`config.mk`:
```
export PLATFORM = sky130hd
export DESIGN_NAME = tmr_wavegen
export DESIGN_NICKNAME = d
export VERILOG_FILES = /design/src/rtl/tmr_wavegen_pkg.sv /design/src/rtl/tmr_count_core.sv /design/src/rtl/tmr_cmp_buf.sv /design/src/rtl/tmr_out_ctl.sv /design/src/rtl/tmr_wavegen.sv
export SDC_FILE = /design/constraint.sdc
export NUM_CORES = 1
export LEC_CHECK = 0
export BUFFER_PORTS_ARGS = -buffer_cell sky130_fd_sc_hd__clkbuf_2
export CAP_MARGIN = 20
export CORE_ASPECT_RATIO = 0.9
export CORE_UTILIZATION = 55
export CTS_CLUSTER_SIZE = 8
export DETAILED_ROUTE_END_ITERATION = 8
export GPL_TIMING_DRIVEN = 0
export PLACE_DENSITY = 0.84
export REMOVE_ABC_BUFFERS = 1
export SLEW_MARGIN = 10
export SYNTH_ARGS = -nofsm -noshare
export SYNTH_HDL_FRONTEND = slang
export SYNTH_SLANG_ARGS = --single-unit
```
`constraint.sdc`:
```
create_clock -name clk_i -period 6.65 [get_ports clk_i]
set_input_delay 0 -clock clk_i [delete_from_list [all_inputs] [get_ports clk_i]]
set_output_delay 0 -clock clk_i [all_outputs]
set_load 0.02 [all_outputs]
```
`src/rtl/tmr_wavegen_pkg.sv`:
```
package tmr_wavegen_pkg;
  typedef enum logic [1:0] {
    WM_NORMAL = 2'b00,
    WM_PHASE  = 2'b01,
    WM_CTC    = 2'b10,
    WM_FAST   = 2'b11
  } wave_mode_e;

  typedef enum logic [1:0] {
    OM_OFF  = 2'b00,
    OM_ALT  = 2'b01,
    OM_LOW  = 2'b10,
    OM_HIGH = 2'b11
  } out_mode_e;
endpackage

```
`src/rtl/tmr_count_core.sv`:
```
module tmr_count_core
  import tmr_wavegen_pkg::*;
#(
  parameter int W = 8
) (
  input  logic         clk_i,
  input  logic         rst_ni,
  input  logic         tick_i,
  input  wave_mode_e   mode_i,
  input  logic [W-1:0] ctc_top_i,
  output logic [W-1:0] cnt_q_o,
  output logic [W-1:0] cnt_d_o,
  output logic         up_d_o,
  output logic         ovf_d_o
);
  localparam logic [W-1:0] CNT_MAX = '1;
  localparam logic [W-1:0] CNT_ONE = W'(1);

  logic [W-1:0] cnt_q, cnt_d;
  logic         up_q, up_d, ovf_d;

  always_comb begin
    up_d  = 1'b1;
    cnt_d = cnt_q + CNT_ONE;
    ovf_d = 1'b0;
    case (mode_i)
      WM_NORMAL, WM_FAST: ovf_d = (cnt_q == CNT_MAX);
      WM_CTC: begin
        if (cnt_q == ctc_top_i) cnt_d = '0;
      end
      WM_PHASE: begin
        up_d  = up_q ? (cnt_q != CNT_MAX) : (cnt_q == '0);
        cnt_d = up_d ? (cnt_q + CNT_ONE) : (cnt_q - CNT_ONE);
        ovf_d = !up_d && (cnt_q == CNT_ONE);
      end
      default: ;
    endcase
  end

  always_ff @(posedge clk_i or negedge rst_ni) begin
    if (!rst_ni) begin
      cnt_q <= '0;
      up_q  <= 1'b1;
    end else if (tick_i) begin
      cnt_q <= cnt_d;
      up_q  <= up_d;
    end
  end

  assign cnt_q_o = cnt_q;
  assign cnt_d_o = cnt_d;
  assign up_d_o  = up_d;
  assign ovf_d_o = ovf_d;
endmodule

```
`src/rtl/tmr_cmp_buf.sv`:
```
module tmr_cmp_buf #(
  parameter int W = 8
) (
  input  logic         clk_i,
  input  logic         rst_ni,
  input  logic         tick_i,
  input  logic         pwm_i,
  input  logic [W-1:0] cnt_d_i,
  input  logic [W-1:0] cmp_val_i,
  output logic [W-1:0] cmp_eff_o
);
  localparam logic [W-1:0] CNT_MAX = '1;

  logic [W-1:0] act_q;
  logic         load_en;

  // PWM: take the new value at TOP; otherwise track the input continuously
  assign load_en = !pwm_i || (tick_i && (cnt_d_i == CNT_MAX));

  always_ff @(posedge clk_i or negedge rst_ni) begin
    if (!rst_ni)      act_q <= '0;
    else if (load_en) act_q <= cmp_val_i;
  end

  assign cmp_eff_o = pwm_i ? act_q : cmp_val_i;
endmodule

```
`src/rtl/tmr_out_ctl.sv`:
```
module tmr_out_ctl
  import tmr_wavegen_pkg::*;
#(
  parameter int W = 8
) (
  input  logic         clk_i,
  input  logic         rst_ni,
  input  logic         tick_i,
  input  wave_mode_e   wmode_i,
  input  out_mode_e    omode_i,
  input  logic [W-1:0] cnt_d_i,
  input  logic         up_d_i,
  input  logic [W-1:0] cmp_eff_i,
  output logic         wave_o,
  output logic         match_o,
  output logic         pin_en_o
);
  localparam logic [W-1:0] CNT_MAX = '1;

  logic wave_q, wave_d, match_q, match_d;
  logic hit, at_top, at_bot, special, pwm;

  assign hit     = (cnt_d_i == cmp_eff_i);
  assign at_top  = (cnt_d_i == CNT_MAX);
  assign at_bot  = (cnt_d_i == '0);
  assign special = omode_i[1] && (cmp_eff_i == CNT_MAX);
  assign pwm     = (wmode_i == WM_PHASE) || (wmode_i == WM_FAST);

  always_comb begin
    wave_d  = wave_q;
    match_d = tick_i && hit;
    case (wmode_i)
      WM_NORMAL, WM_CTC: begin
        if (hit) begin
          case (omode_i)
            OM_ALT:  wave_d = !wave_q;
            OM_LOW:  wave_d = 1'b0;
            OM_HIGH: wave_d = 1'b1;
            default: ;
          endcase
        end
      end
      WM_FAST: begin
        if (omode_i[1]) begin
          if (special) begin
            if (at_bot) wave_d = (omode_i == OM_LOW);
          end else if (hit) begin
            wave_d = (omode_i == OM_HIGH);
          end else if (at_bot) begin
            wave_d = (omode_i == OM_LOW);
          end
        end
      end
      WM_PHASE: begin
        if (omode_i[1]) begin
          if (special) begin
            if (at_top) wave_d = (omode_i == OM_LOW);
          end else if (hit) begin
            wave_d = up_d_i ? (omode_i == OM_HIGH) : (omode_i == OM_LOW);
          end
        end
      end
      default: ;
    endcase
  end

  always_ff @(posedge clk_i or negedge rst_ni) begin
    if (!rst_ni)     wave_q <= 1'b0;
    else if (tick_i) wave_q <= wave_d;
  end

  always_ff @(posedge clk_i or negedge rst_ni) begin
    if (!rst_ni) match_q <= 1'b0;
    else         match_q <= match_d;
  end

  assign wave_o   = wave_q;
  assign match_o  = match_q;
  assign pin_en_o = (omode_i != OM_OFF) && !(pwm && (omode_i == OM_ALT));
endmodule

```
`src/rtl/tmr_wavegen.sv`:
```
module tmr_wavegen
  import tmr_wavegen_pkg::*;
#(
  parameter int W = 8
) (
  input  logic         clk_i,
  input  logic         rst_ni,
  input  logic         tick_i,
  input  logic [1:0]   wave_mode_i,
  input  logic [1:0]   out_mode_i,
  input  logic [W-1:0] cmp_val_i,
  output logic [W-1:0] count_o,
  output logic         wave_o,
  output logic         pin_en_o,
  output logic         match_o,
  output logic         ovf_o
);
  wave_mode_e   wmode;
  out_mode_e    omode;
  logic         pwm, up_d, ovf_d, ovf_q;
  logic [W-1:0] cnt_q, cnt_d, cmp_eff;

  assign wmode = wave_mode_e'(wave_mode_i);
  assign omode = out_mode_e'(out_mode_i);
  assign pwm   = (wmode == WM_PHASE) || (wmode == WM_FAST);

  tmr_count_core #(.W(W)) u_core (
    .clk_i    (clk_i),
    .rst_ni   (rst_ni),
    .tick_i   (tick_i),
    .mode_i   (wmode),
    .ctc_top_i(cmp_val_i),
    .cnt_q_o  (cnt_q),
    .cnt_d_o  (cnt_d),
    .up_d_o   (up_d),
    .ovf_d_o  (ovf_d)
  );

  tmr_cmp_buf #(.W(W)) u_cmp (
    .clk_i    (clk_i),
    .rst_ni   (rst_ni),
    .tick_i   (tick_i),
    .pwm_i    (pwm),
    .cnt_d_i  (cnt_d),
    .cmp_val_i(cmp_val_i),
    .cmp_eff_o(cmp_eff)
  );

  tmr_out_ctl #(.W(W)) u_out (
    .clk_i    (clk_i),
    .rst_ni   (rst_ni),
    .tick_i   (tick_i),
    .wmode_i  (wmode),
    .omode_i  (omode),
    .cnt_d_i  (cnt_d),
    .up_d_i   (up_d),
    .cmp_eff_i(cmp_eff),
    .wave_o   (wave_o),
    .match_o  (match_o),
    .pin_en_o (pin_en_o)
  );

  always_ff @(posedge clk_i or negedge rst_ni) begin
    if (!rst_ni) ovf_q <= 1'b0;
    else         ovf_q <= tick_i && ovf_d;
  end

  assign count_o = cnt_q;
  assign ovf_o   = ovf_q;
endmodule

```
==> results of run 1 <==
-- sequential cells by signal, summed over array words and instances, names as in the netlist --
signal          cells
u_out.wave_o        1
ovf_o               1
u_core.cnt_q_o      8
u_cmp.act_q         8
u_out.match_o       1
u_core.up_q         1
-- power by group through the flow --
stage | clock network (mW) | logic [mW] | registers (mW)
after floorplan | 0 | 0.217 | 0.206
after global placement | 0 | 0.305 | 0.205
after detailed placement | 0 | 0.311 | 0.208
after CTS | 0.126 | 0.313 | 0.205
after global routing | 0.129 | 0.346 | 0.210
final | 0.125 | 0.317 | 0.207
-- stage by stage --
step	hold slack (ps)	instances
floorplan	-296	239
global placement	-10.6	311
detailed placement	1.97	311
CTS	15.9	316
global route	32.8	316
finish	14.5	316
-- path summary, 6_finish.rpt --
path | startpoint | to | slack, ps | cells after the start
setup / recovery | u_core.cnt_q_o[0] | u_cmp.act_q[6] | 2440 | 9
hold / removal | cmp_val_i[0] | u_cmp.act_q[0] | 10 | 2
setup reg to reg | u_core.cnt_q_o[0] | u_cmp.act_q[6] | 2440 | 9
hold reg to reg | u_cmp.act_q[2] | u_cmp.act_q[2] | 510 | 1
max in group asynchronous | rst_ni | u_core.up_q | 6040 | 2
min in group asynchronous | rst_ni | u_cmp.act_q[3] | 240 | 2
-- timing repair --
action	in CTS	in global routing
gates resized for setup	0	0
hold buffers	1	0
endpoints found under the hold margin	19	0
-- kinds of logic after synthesis --
family / Yosys count / share of synthesized area (%)
compound gates: 64 / 22.4
xor+xnor: 20 / 8.03
fa+ha+maj: 7 / 4.02
buf+inv: 27 / 5.79
flops: 20 / 23.0
mux: 27 / 13.4
simple gates: 91 / 23.4
-- cell usage after synthesis, types with 2 or more instances --
| master | count |
|---|---|
| nor2_1 | 23 |
| dfrtp_1 | 19 |
| nand2_1 | 17 |
| mux2_2 | 16 |
| xor2_1 | 13 |
| o21ai_0 | 12 |
| inv_1 | 10 |
| mux2i_1 | 10 |
| a21oi_1 | 9 |
| clkbuf_1 | 9 |
| nand3_1 | 9 |
| nor3_1 | 9 |
| ha_1 | 7 |
| xnor2_1 | 7 |
| o21a_1 | 6 |
| buf_2 | 5 |
| nor4_1 | 5 |
| and3_1 | 4 |
| o211ai_1 | 4 |
| o31ai_1 | 4 |
| a31oi_1 | 3 |
| nand2b_1 | 3 |
| or4_1 | 3 |
| a211o_1 | 2 |
| a221oi_1 | 2 |
| a22oi_1 | 2 |
| a41oi_1 | 2 |
| buf_6 | 2 |
| nand4_1 | 2 |
| nor3b_1 | 2 |
| o22a_1 | 2 |
-- worst max-delay path, stage by stage, from the launching register on --
cell,delay [ps]
dfrtp_1,520
inv_1,220
ha_1,270
or3b_4,450
o41ai_4,560
mux2_1,380
a22oi_1,380
nor4_1,110
a31oi_1,760
mux2_2,430
-- layer usage --
| metal | wire length [microns] | vias up | track usage (%) |
|---|---|---|---|
| li1 | - | 987 | - |
| met1 | 2580 | 967 | 41.4 |
| met2 | 2560 | 104 | 43.8 |
| met3 | 458 | 14 | 4.38 |
| met4 | 102 | 0 | 9.23 |
| met5 | 0 | - | 0 |
-- final cells by class --
type                    count  share of cell area, %
inverters                  10                   1.59
repair buffers             27                   5.94
clock inverters             1                   1.27
well taps                  46                   2.44
multi-input cells         209                   65.8
flip-flops and latches     20                   21.3
clock buffers               3                   1.75
==> key figures, run 1 <==
Outcome
  – Status: finished, final reports clean

Power and ir drop
  – Combinational Power Share: 48.8%
  – Overall Power: 0.649 mW
  – PwrDens: 275 nW/um^2
  – NetSw: 0.295 mW
  – Clk pwr share: 19.3%
  – Maximum vdd ir drop: 0.218 mV
  – Seq pwr share: 31.8%
  – Sw frac: 45.5%
  – Pleak: 0.973 nW
  – Int Pwr: 0.353 mW

Logic synthesis
  – Synth async-reset ratio: 100%
  – Register area share after synthesis: 23.0%
  – Top-area cell type share of the netlist area: 21.8%
  – Mapped Cells: 256
  – Top post-synthesis cells by area: dfrtp_1, mux2_2, xor2_1
  – EDFF count, synth: 0
  – Yosys warnings: 0
  – Syn Area/Cell: 8.52 sq um
  – Yosys top cell by area: dfrtp_1
  – #FFs+latches synth: 20
  – Post-synth top flop: dfrtp_1
  – Cell Area, Synth: 2180 sq um
  – Synth cell types: 64

Global route
  – Pin count of the biggest net entering global routing: 21
  – Overall Global Routing Usage: 28.7%
  – Vias in the first global route: 1745
  – Initial antenna violation count: 0
  – First-pass GRT wire length: 8750 microns
  – GRT overflow: 0

Layout
  – Most common cell after layout, fill and taps aside: clkbuf_2
  – Fill cells: 340
  – Layout cells sized above 1: 21.9%
  – Register Area: 502 sq um
  – Final Util: 62.8%
  – Finished layout cell area: 2360 sq um
  – N_diodes: 0
  – Nets@finish: 293
  – Area grow syn2layout: 8.26%
  – Area taken by multi-input logic gates: 1550 sq um
  – Commonest non-fill, non-tap cells in the layout: clkbuf_2, nor2_1, dfrtp_1, nand2_1, mux2_2

STA
  – Pins over their slew limit: 0
  – TNS Setup: 0 ps
  – Crit share post-route: 63.3%
  – Fin. Hold Viols: 0
  – Final worst slack: 2440 ps
  – Worst-case clock skew: 1.43 ps
  – Max transition margin: 35.1%
  – Final min period: 4210 ps
  – Max Freq: 238 MHz
  – RSZ-0062 raised after global routing: no
  – Final setup viols: 0
  – Worst-Margin Slew: 969 ps

Worst setup path
  – Setup Crit Path Kind: register to register
  – CP arrival: 4360 ps
  – Critical Path RT: 6800 ps
  – Worst-path fanout max: 11
  – Critical Path Sink Type: register
  – Startpoint types: register

Hold path
  – Tightest Hold Check Type: primary input to register

CTS
  – Worst-skew pair later-pin latency: 270 ps
  – Post-CTS Repair Setup Buffers: 0
  – Root Driver: clkbuf_8
  – Clock sink count: 20
  – CTS Buf Count: 3
  – CTS tree: done
  – Clk buf depth: 2
  – Clock Pin Slew Worst Setup and Hold Paths: 80 ps
  – H-tree levels: 1

Floorplan
  – I/O pin count: 27
  – Initial Utilization: 58.0%
  – Die H: 61.7 microns
  – Die span in x: 68.4 microns
  – Core outline area: 3760 sq um
  – Full die area: 4220 sq um
  – Cell Rows: 21

Drt
  – DRC viols: 0
  – Via count: 2072
  – Post-DRT Antenna Nets: 0
  – Total routed wirelength: 5710 microns
  – DR pass1 iterations: 4
  – Via density: 6.56
  – Post-DR wirelength/cell: 18.1 microns
  – Drt initial violations: 130

Placement
  – Setup Slack @ Placement: 2490 ps
  – GP Congestion: 0.935
  – DP HPWL: 4320 microns
  – Port Buffers: 26
  – Dpl cell area: 2280 sq um

Job
  – Max Cap Viol: 0
No activity file was read; power rests on OpenSTA's default activity.
==> inputs of run 2 (changes only) <==
--- a/config.mk
+++ b/config.mk
@@ -8,11 +8,11 @@
 export BUFFER_PORTS_ARGS = -buffer_cell sky130_fd_sc_hd__clkbuf_2
 export CAP_MARGIN = 20
 export CORE_ASPECT_RATIO = 0.9
-export CORE_UTILIZATION = 55
+export CORE_UTILIZATION = 53
 export CTS_CLUSTER_SIZE = 8
 export DETAILED_ROUTE_END_ITERATION = 8
 export GPL_TIMING_DRIVEN = 0
-export PLACE_DENSITY = 0.84
+export PLACE_DENSITY = 0.85
 export REMOVE_ABC_BUFFERS = 1
 export SLEW_MARGIN = 10
 export SYNTH_ARGS = -nofsm -noshare
==> constraint.sdc (replaced) <==
create_clock -name clk_i -period 3.65 [get_ports clk_i]
set_input_delay 0 -clock clk_i [delete_from_list [all_inputs] [get_ports clk_i]]
set_output_delay 0 -clock clk_i [all_outputs]
set_load 0.02 [all_outputs]
==> run 2 against run 1 <==
Compared with the run above:
- fmax up 20%
- critical path depth is 3 higher
- register-to-register slack worse by 2300 ps
- worst setup slack worse by 2300 ps
- worst hold slack got worse by 3.7 ps
- sequential cell count unchanged
- sequential power up 77%
- non-clock buffer count rose by 7
- combinational power rose by 110%
- highest routed layer unchanged
==> key figures, run 2 (synthesis results as in run 1) <==
Power and ir drop
  – Combinational Power Share: 52.8% (+4.0 points)
  – Clk pwr share: 18.1% (-1.2 points)
  – NetSw: 0.580 mW (+96%)
  – Seq pwr share: 29.1% (-2.7 points)
  – Overall Power: 1.26 mW (+94%)
  – Int Pwr: 0.681 mW (+93%)
  – Pleak: 1.01 nW (+4.1%)
  – Sw frac: 46.0% (+0.47 points)
  – PwrDens: 505 nW/um^2 (+84%)
  – Maximum vdd ir drop: 0.368 mV (+69%)

CTS
  – CTS tree: done
  – Root Driver: clkbuf_8
  – Worst-skew pair later-pin latency: 270 ps (about the same)
  – H-tree levels: 1 (unchanged)
  – Clk buf depth: 2 (unchanged)
  – CTS Buf Count: 3 (unchanged)
  – Clock Pin Slew Worst Setup and Hold Paths: 80 ps (about the same)
  – Clock sink count: 20 (unchanged)

STA
  – Fin. Hold Viols: 0 (unchanged)
  – Pins over their slew limit: 0 (unchanged)
  – Max transition margin: 61.0% (+26 points)
  – RSZ-0062 raised after global routing: no
  – Max Freq: 285 MHz (+20%)
  – Crit share post-route: 96.2% (+33 points)
  – Final min period: 3510 ps (-697 ps)
  – Final setup viols: 0 (unchanged)
  – Worst-Margin Slew: 580 ps (-389 ps)
  – Worst-case clock skew: 4.58 ps (+3.15 ps)

Drt
  – DRC viols: 0 (unchanged)
  – Via density: 6.63 (+1.1%)
  – DR pass1 iterations: 5 (+1)
  – Via count: 2142 (+3.4%)
  – Post-DRT Antenna Nets: 0 (unchanged)
  – Total routed wirelength: 6250 microns (+9.5%)
  – Post-DR wirelength/cell: 19.3 microns (+7.1%)
  – Drt initial violations: 263 (+100%)

Layout
  – Layout cells sized above 1: 30.7% (+8.8 points)
  – Commonest non-fill, non-tap cells in the layout: clkbuf_2, nor2_1, nand2_1, mux2_2, dfrtp_1
  – N_diodes: 0 (unchanged)
  – Nets@finish: 300 (+2.4%)
  – Area grow syn2layout: 14.5%
  – Fin cells: 323 (+2.2%)
  – Most common cell after layout, fill and taps aside: clkbuf_2

Worst setup path
  – Startpoint types: register
  – Critical Path Sink Type: register
  – Critical Path RT: 3800 ps (-3000 ps)
  – Cells along the critical path: inv_4 -> ha_4 -> or3b_4 -> o41ai_4 -> o41ai_2 -> or4b_4 -> a2111oi_4 -> nand3_2 -> buf_4 -> nor4_4 -> mux2i_1 -> a31oi_1
  – Critical path's top delay family: simple AND/OR/NAND/NOR gates
  – Worst-path fanout max: 7 (-4)
  – CP arrival: 3660 ps (-700 ps)
  – Buf/Inv on CP: 2 (+1)
  – Slowest CP cell: or4b_4
  – Largest stage delay, worst path: 550 ps (-210 ps)
  – Setup Crit Path Kind: register to register

Placement
  – Post-Place Cells: 311 (unchanged)
  – GP Congestion: 0.905 (-3.3%)
  – Port Buffers: 26 (unchanged)
  – DP HPWL: 4440 microns (+2.9%)

Global route
  – GRT overflow: 0 (unchanged)
  – First-pass GRT wire length: 10300 microns (+18%)
  – Pin count of the biggest net entering global routing: 21 (unchanged)
  – Initial antenna violation count: 0 (unchanged)
  – Vias in the first global route: 2051 (+18%)
  – Overall Global Routing Usage: 29.8% (+1.1 points)

Floorplan
  – Cell Rows: 21 (unchanged)
  – I/O pin count: 27 (unchanged)
  – Die span in x: 69.6 microns (+1.8%)
  – Initial Utilization: 56.8% (-1.2 points)
  – Die H: 62.9 microns (+1.8%)
  – Core outline area: 3840 sq um (+2.1%)
  – Full die area: 4380 sq um (+3.7%)

Job
  – Max Cap Viol: 0 (unchanged)

Hold path
  – Tightest Hold Check Type: primary input to register

Outcome
  – Status: finished, final reports clean
-- run 2: path summary, 6_finish.rpt --
kind / slack (ps) / cells past startpoint / start / end
max: 140 / 12 / u_core.cnt_q_o[0] / u_out.wave_o
max in group asynchronous: 3040 / 2 / rst_ni / u_core.cnt_q_o[1]
min: 10 / 2 / cmp_val_i[6] / u_cmp.act_q[6]
min in group asynchronous: 230 / 2 / rst_ni / u_cmp.act_q[3]
max reg2reg: 140 / 12 / u_core.cnt_q_o[0] / u_out.wave_o
min reg2reg: 510 / 1 / u_cmp.act_q[2] / u_cmp.act_q[2]
-- run 2: per-stage QoR --
| step | area [sq um] | util [%] | hold slack, ps | setup TNS (ps) | setup WS [ps] |
|---|---|---|---|---|---|
| finish | 2500 | 65.1 | 10.8 | 0 | 139 |
| detailed placement | 2280 | 59.4 | 1.43 | -3860 | -441 |
| global placement | 2280 | 59.4 | -12.8 | -3430 | -387 |
| floorplan | 2090 | - | -296 | 0 | 22.1 |
| CTS | 2440 | 63.7 | 14.8 | 0 | 3.35 |
| global route | 2500 | 65.1 | 25.3 | 0 | 17.5 |
-- run 2: layout make-up --
| type | count | area [sq um] |
|---|---|---|
| clock buffers | 3 | 41.3 |
| fillers | 322 | 1340 |
| clock inverters | 1 | 30.0 |
| repair buffers | 34 | 193 |
| well taps | 46 | 57.6 |
| flip-flops and latches | 20 | 507 |
| inverters | 10 | 40.0 |
| multi-input cells | 209 | 1630 |
-- run 2: power by group through the flow --
stage / combinational (mW) / clock [mW] / sequential, mW
floorplan: 0.396 / 0 / 0.375
global placement: 0.556 / 0 / 0.373
detailed placement: 0.573 / 0 / 0.374
CTS: 0.629 / 0.229 / 0.364
global route: 0.719 / 0.237 / 0.373
finish: 0.666 / 0.229 / 0.367
-- run 2: routing by layer --
metal / track usage, % / vias up / part of all wire (%)
met3: 7.90 / 14 / 8.8
met4: 9.00 / 0 / 1.7
met5: 0 / - / 0
met2: 47.8 / 115 / 48
li1: - / 995 / -
met1: 39.3 / 1018 / 42
-- run 2: what timing repair did --
action / CTS / global route
hold endpoints to repair: 19 / 0
pin swaps: 6 / 3
resized for setup: 12 / 10
setup endpoints to repair: 10 / 10
setup buffers: 6 / 1
hold buffers: 1 / 0
==> inputs of run 3 (changes only) <==
--- a/config.mk
+++ b/config.mk
@@ -5,6 +5,7 @@
 export SDC_FILE = /design/constraint.sdc
 export NUM_CORES = 1
 export LEC_CHECK = 0
+export ABC_AREA = 1
 export BUFFER_PORTS_ARGS = -buffer_cell sky130_fd_sc_hd__clkbuf_2
 export CAP_MARGIN = 20
 export CORE_ASPECT_RATIO = 0.9
==> run 3 against run 2 <==
Compared with the run above:
- via count fell by 0.47%
- fmax rose by 32%
- synthesized area fell by 1.9%
- sequential share of layout area rose by 0.90 points
- non-clock buffer count fell by 2
- clock power barely moved
- largest cell class unchanged
==> key figures, run 3 <==
Layout
  – Area grow syn2layout: 10.6%
  – Layout cells sized above 1: 17.7% (-13 points)
  – Finished layout cell area: 2370 sq um (-5.2%)
  – N_diodes: 0 (unchanged)
  – Nets@finish: 385 (+28%)
  – Most common cell after layout, fill and taps aside: nand2_1
  – Commonest non-fill, non-tap cells in the layout: nand2_1, inv_1, nand3_1, clkbuf_2, dfrtp_1

Placement
  – Port Buffers: 26 (unchanged)
  – Dpl cell area: 2230 sq um (-2.0%)
  – GP Congestion: 0.940 (+3.9%)
  – DP HPWL: 3960 microns (-11%)

Logic synthesis
  – Syn Area/Cell: 6.33 sq um (-26%)
  – Most frequent cell after synthesis: nand2_1
  – Synth async-reset ratio: 100% (unchanged)
  – Yosys warnings: 0 (unchanged)
  – Synth cell types: 35 (-45%)
  – Post-synth top flop: dfrtp_1
  – Commonest cells in the netlist: nand2_1, inv_1, nand3_1
  – Register area share after synthesis: 23.5% (+0.44 points)
  – EDFF count, synth: 0 (unchanged)
  – #FFs+latches synth: 20 (unchanged)
  – Mapped Cells: 338 (+32%)
  – Top-area cell type share of the netlist area: 22.2% (+0.42 points)
  – Cell Area, Synth: 2140 sq um (-1.9%)
  – Top post-synthesis cells by area: dfrtp_1, nand2_1, inv_1
  – Yosys top cell by area: dfrtp_1

Job
  – Max Cap Viol: 0 (unchanged)

Worst setup path
  – Critical Path Source: u_core.cnt_q_o[0]
  – Critical Path RT: 3810 ps (about the same)
  – Cells along the critical path: inv_2 -> ha_1 -> nand2_2 -> nor2_2 -> nand2_2 -> nand2_8 -> nand2_2 -> o21ai_2 -> nand2_2 -> nand2_1 -> nand2_1 -> nand2_1 -> nand2_1 -> nor2_2 -> nand3_1 -> inv_1 -> nor2_1 -> o21ai_1 -> nand2_1
  – Slowest CP cell: dfrtp_1
  – Critical Path Sink Type: register
  – Worst-path fanout max: 9 (+2)
  – Startpoint types: register
  – CP most frequent cell: nand2_1
  – Largest stage delay, worst path: 510 ps (-40 ps)
  – Reg-to-Reg Start: u_core.cnt_q_o[0]
  – Setup Crit Path Kind: register to register
  – CP arrival: 2830 ps (-830 ps)

Global route
  – First-pass GRT wire length: 8210 microns (-20%)
  – Vias in the first global route: 1853 (-9.7%)
  – GRT overflow: 0 (unchanged)
  – Pin count of the biggest net entering global routing: 21 (unchanged)
  – Initial antenna violation count: 0 (unchanged)
  – Overall Global Routing Usage: 25.5% (-4.3 points)

STA
  – Crit share post-route: 73.1% (-23 points)
  – TNS Setup: 0 ps (unchanged)
  – Hold slack: 8.80 ps (-2.00 ps)
  – Final setup viols: 0 (unchanged)
  – Pins over their slew limit: 0 (unchanged)
  – RSZ-0062 raised after global routing: no
  – Worst-Margin Slew: 548 ps (-32.2 ps)
  – Final min period: 2670 ps (-842 ps)
  – Fin. Hold Viols: 0 (unchanged)
  – Worst-case clock skew: 5.00 ps (+0.424 ps)
  – Max Freq: 375 MHz (+32%)
  – Max transition margin: 63.4% (+2.5 points)

Floorplan
  – Core outline area: 3780 sq um (-1.4%)
  – Die H: 62.3 microns (-0.92%)
  – Initial Utilization: 56.5% (-0.30 points)
  – Die span in x: 69.0 microns (-0.92%)
  – Cell Rows: 21 (unchanged)
  – Full die area: 4300 sq um (-1.8%)
  – I/O pin count: 27 (unchanged)

Power and ir drop
  – Pleak: 1.28 nW (+26%)
  – Maximum vdd ir drop: 0.335 mV (-9.1%)
  – PwrDens: 471 nW/um^2 (-6.8%)

Drt
  – Total routed wirelength: 5110 microns (-18%)
  – DR pass1 iterations: 5 (unchanged)
  – Drt initial violations: 193 (-27%)
  – Post-DRT Antenna Nets: 0 (unchanged)
  – DRC viols: 0 (unchanged)
  – Via count: 2132 (-0.47%)
  – Via density: 5.23 (-21%)
  – Post-DR wirelength/cell: 12.5 microns (-35%)

CTS
  – Worst-skew pair later-pin latency: 260 ps (about the same)
  – Root Driver: clkbuf_8
  – CTS Buf Count: 3 (unchanged)
  – Post-CTS Repair Setup Buffers: 0 (-6)
  – Cts hold-fix bufs: 6 (+5)
  – CTS tree: done
  – H-tree levels: 1 (unchanged)
  – Clock Pin Slew Worst Setup and Hold Paths: 80 ps (about the same)
  – Clock sink count: 20 (unchanged)
  – Number of gates resized after CTS: 0 (-12)
  – Clk buf depth: 2 (unchanged)

Outcome
  – Status: finished, final reports clean

Hold path
  – Min-delay src: cmp_val_i[3]
  – Tightest Hold Check Type: primary input to register
## run 3: cell count changes in the layout (fill, tap and decap cells not counted), sizes merged, moves of 6 or more
cell   delta
nand4     +6
o21ai    +16
nand2   +105
inv      +39
a21oi     -6
buf       -7
xor2      -6
mux2i    -10
mux2     -17
nand3    +26
## run 3: path summary, 6_finish.rpt
path / endpoint / slack [ps] / cells past startpoint
max: u_out.wave_o / 980 / 19
min: u_cmp.act_q[3] / 9 / 3
max reg2reg: u_out.wave_o / 980 / 19
min reg2reg: u_cmp.act_q[2] / 520 / 2
max in group asynchronous: u_core.cnt_q_o[0] / 3060 / 2
min in group asynchronous: ovf_o / 230 / 2
## run 3: cell type report
class	instances	area, sq um
clock inverter	1	30.0
sequential	20	502
inverter	49	184
timing repair buffer	32	190
tap	46	57.6
multi-input combinational	257	1360
clock buffer	3	41.3
fill	356	1420
## run 3: through the flow
| step | power, mW | util, % | worst slack, ps | std cells |
|---|---|---|---|---|
| global placement | 0.864 | 59.1 | 1070 | 398 |
| global route | 1.20 | 62.5 | 718 | 408 |
| detailed placement | 0.873 | 59.1 | 1040 | 398 |
| CTS | 1.11 | 62.5 | 994 | 408 |
| floorplan | 0.733 | - | 1310 | 326 |
| finish | 1.11 | 62.5 | 982 | 408 |
## run 3: where the power goes
part / switching, mW / leakage, nW / total (mW) / internal (mW)
Clock: 0.0822 / 0.0357 / 0.229 / 0.147
Sequential: 0.0827 / 0.249 / 0.340 / 0.258
Combinational: 0.352 / 0.993 / 0.545 / 0.194
Total: 0.516 / 1.28 / 1.11 / 0.598
## run 3: worst max-delay path: cells and delay by family, from the launching register on
kind	cells	cell delay [ps]
buffers and inverters	2	260
flip-flops	1	510
adder cells (fa/ha/maj)	1	250
AND/OR/NAND/NOR	14	1300
AO/OA/AOI/OAI	2	220
## run 3: logic make-up (layout without fill, tap and decap cells)
group           Yosys count  after routing  synth area share [%]
xor+xnor                 13             13                  5.32
simple gates            199            199                  44.0
buf+inv                  61             85                  12.9
flops                    20             20                  23.5
compound gates           38             38                  10.2
fa+ha+maj                 7              7                  4.09
## run 3: layer usage
| metal | wire [microns] | up-vias | global-route usage (%) |
|---|---|---|---|
| li1 | - | 1116 | - |
| met1 | 2420 | 953 | 36.5 |
| met2 | 2280 | 59 | 39.7 |
| met3 | 360 | 4 | 4.23 |
| met4 | 55 | 0 | 5.36 |
| met5 | 0 | - | 0 |
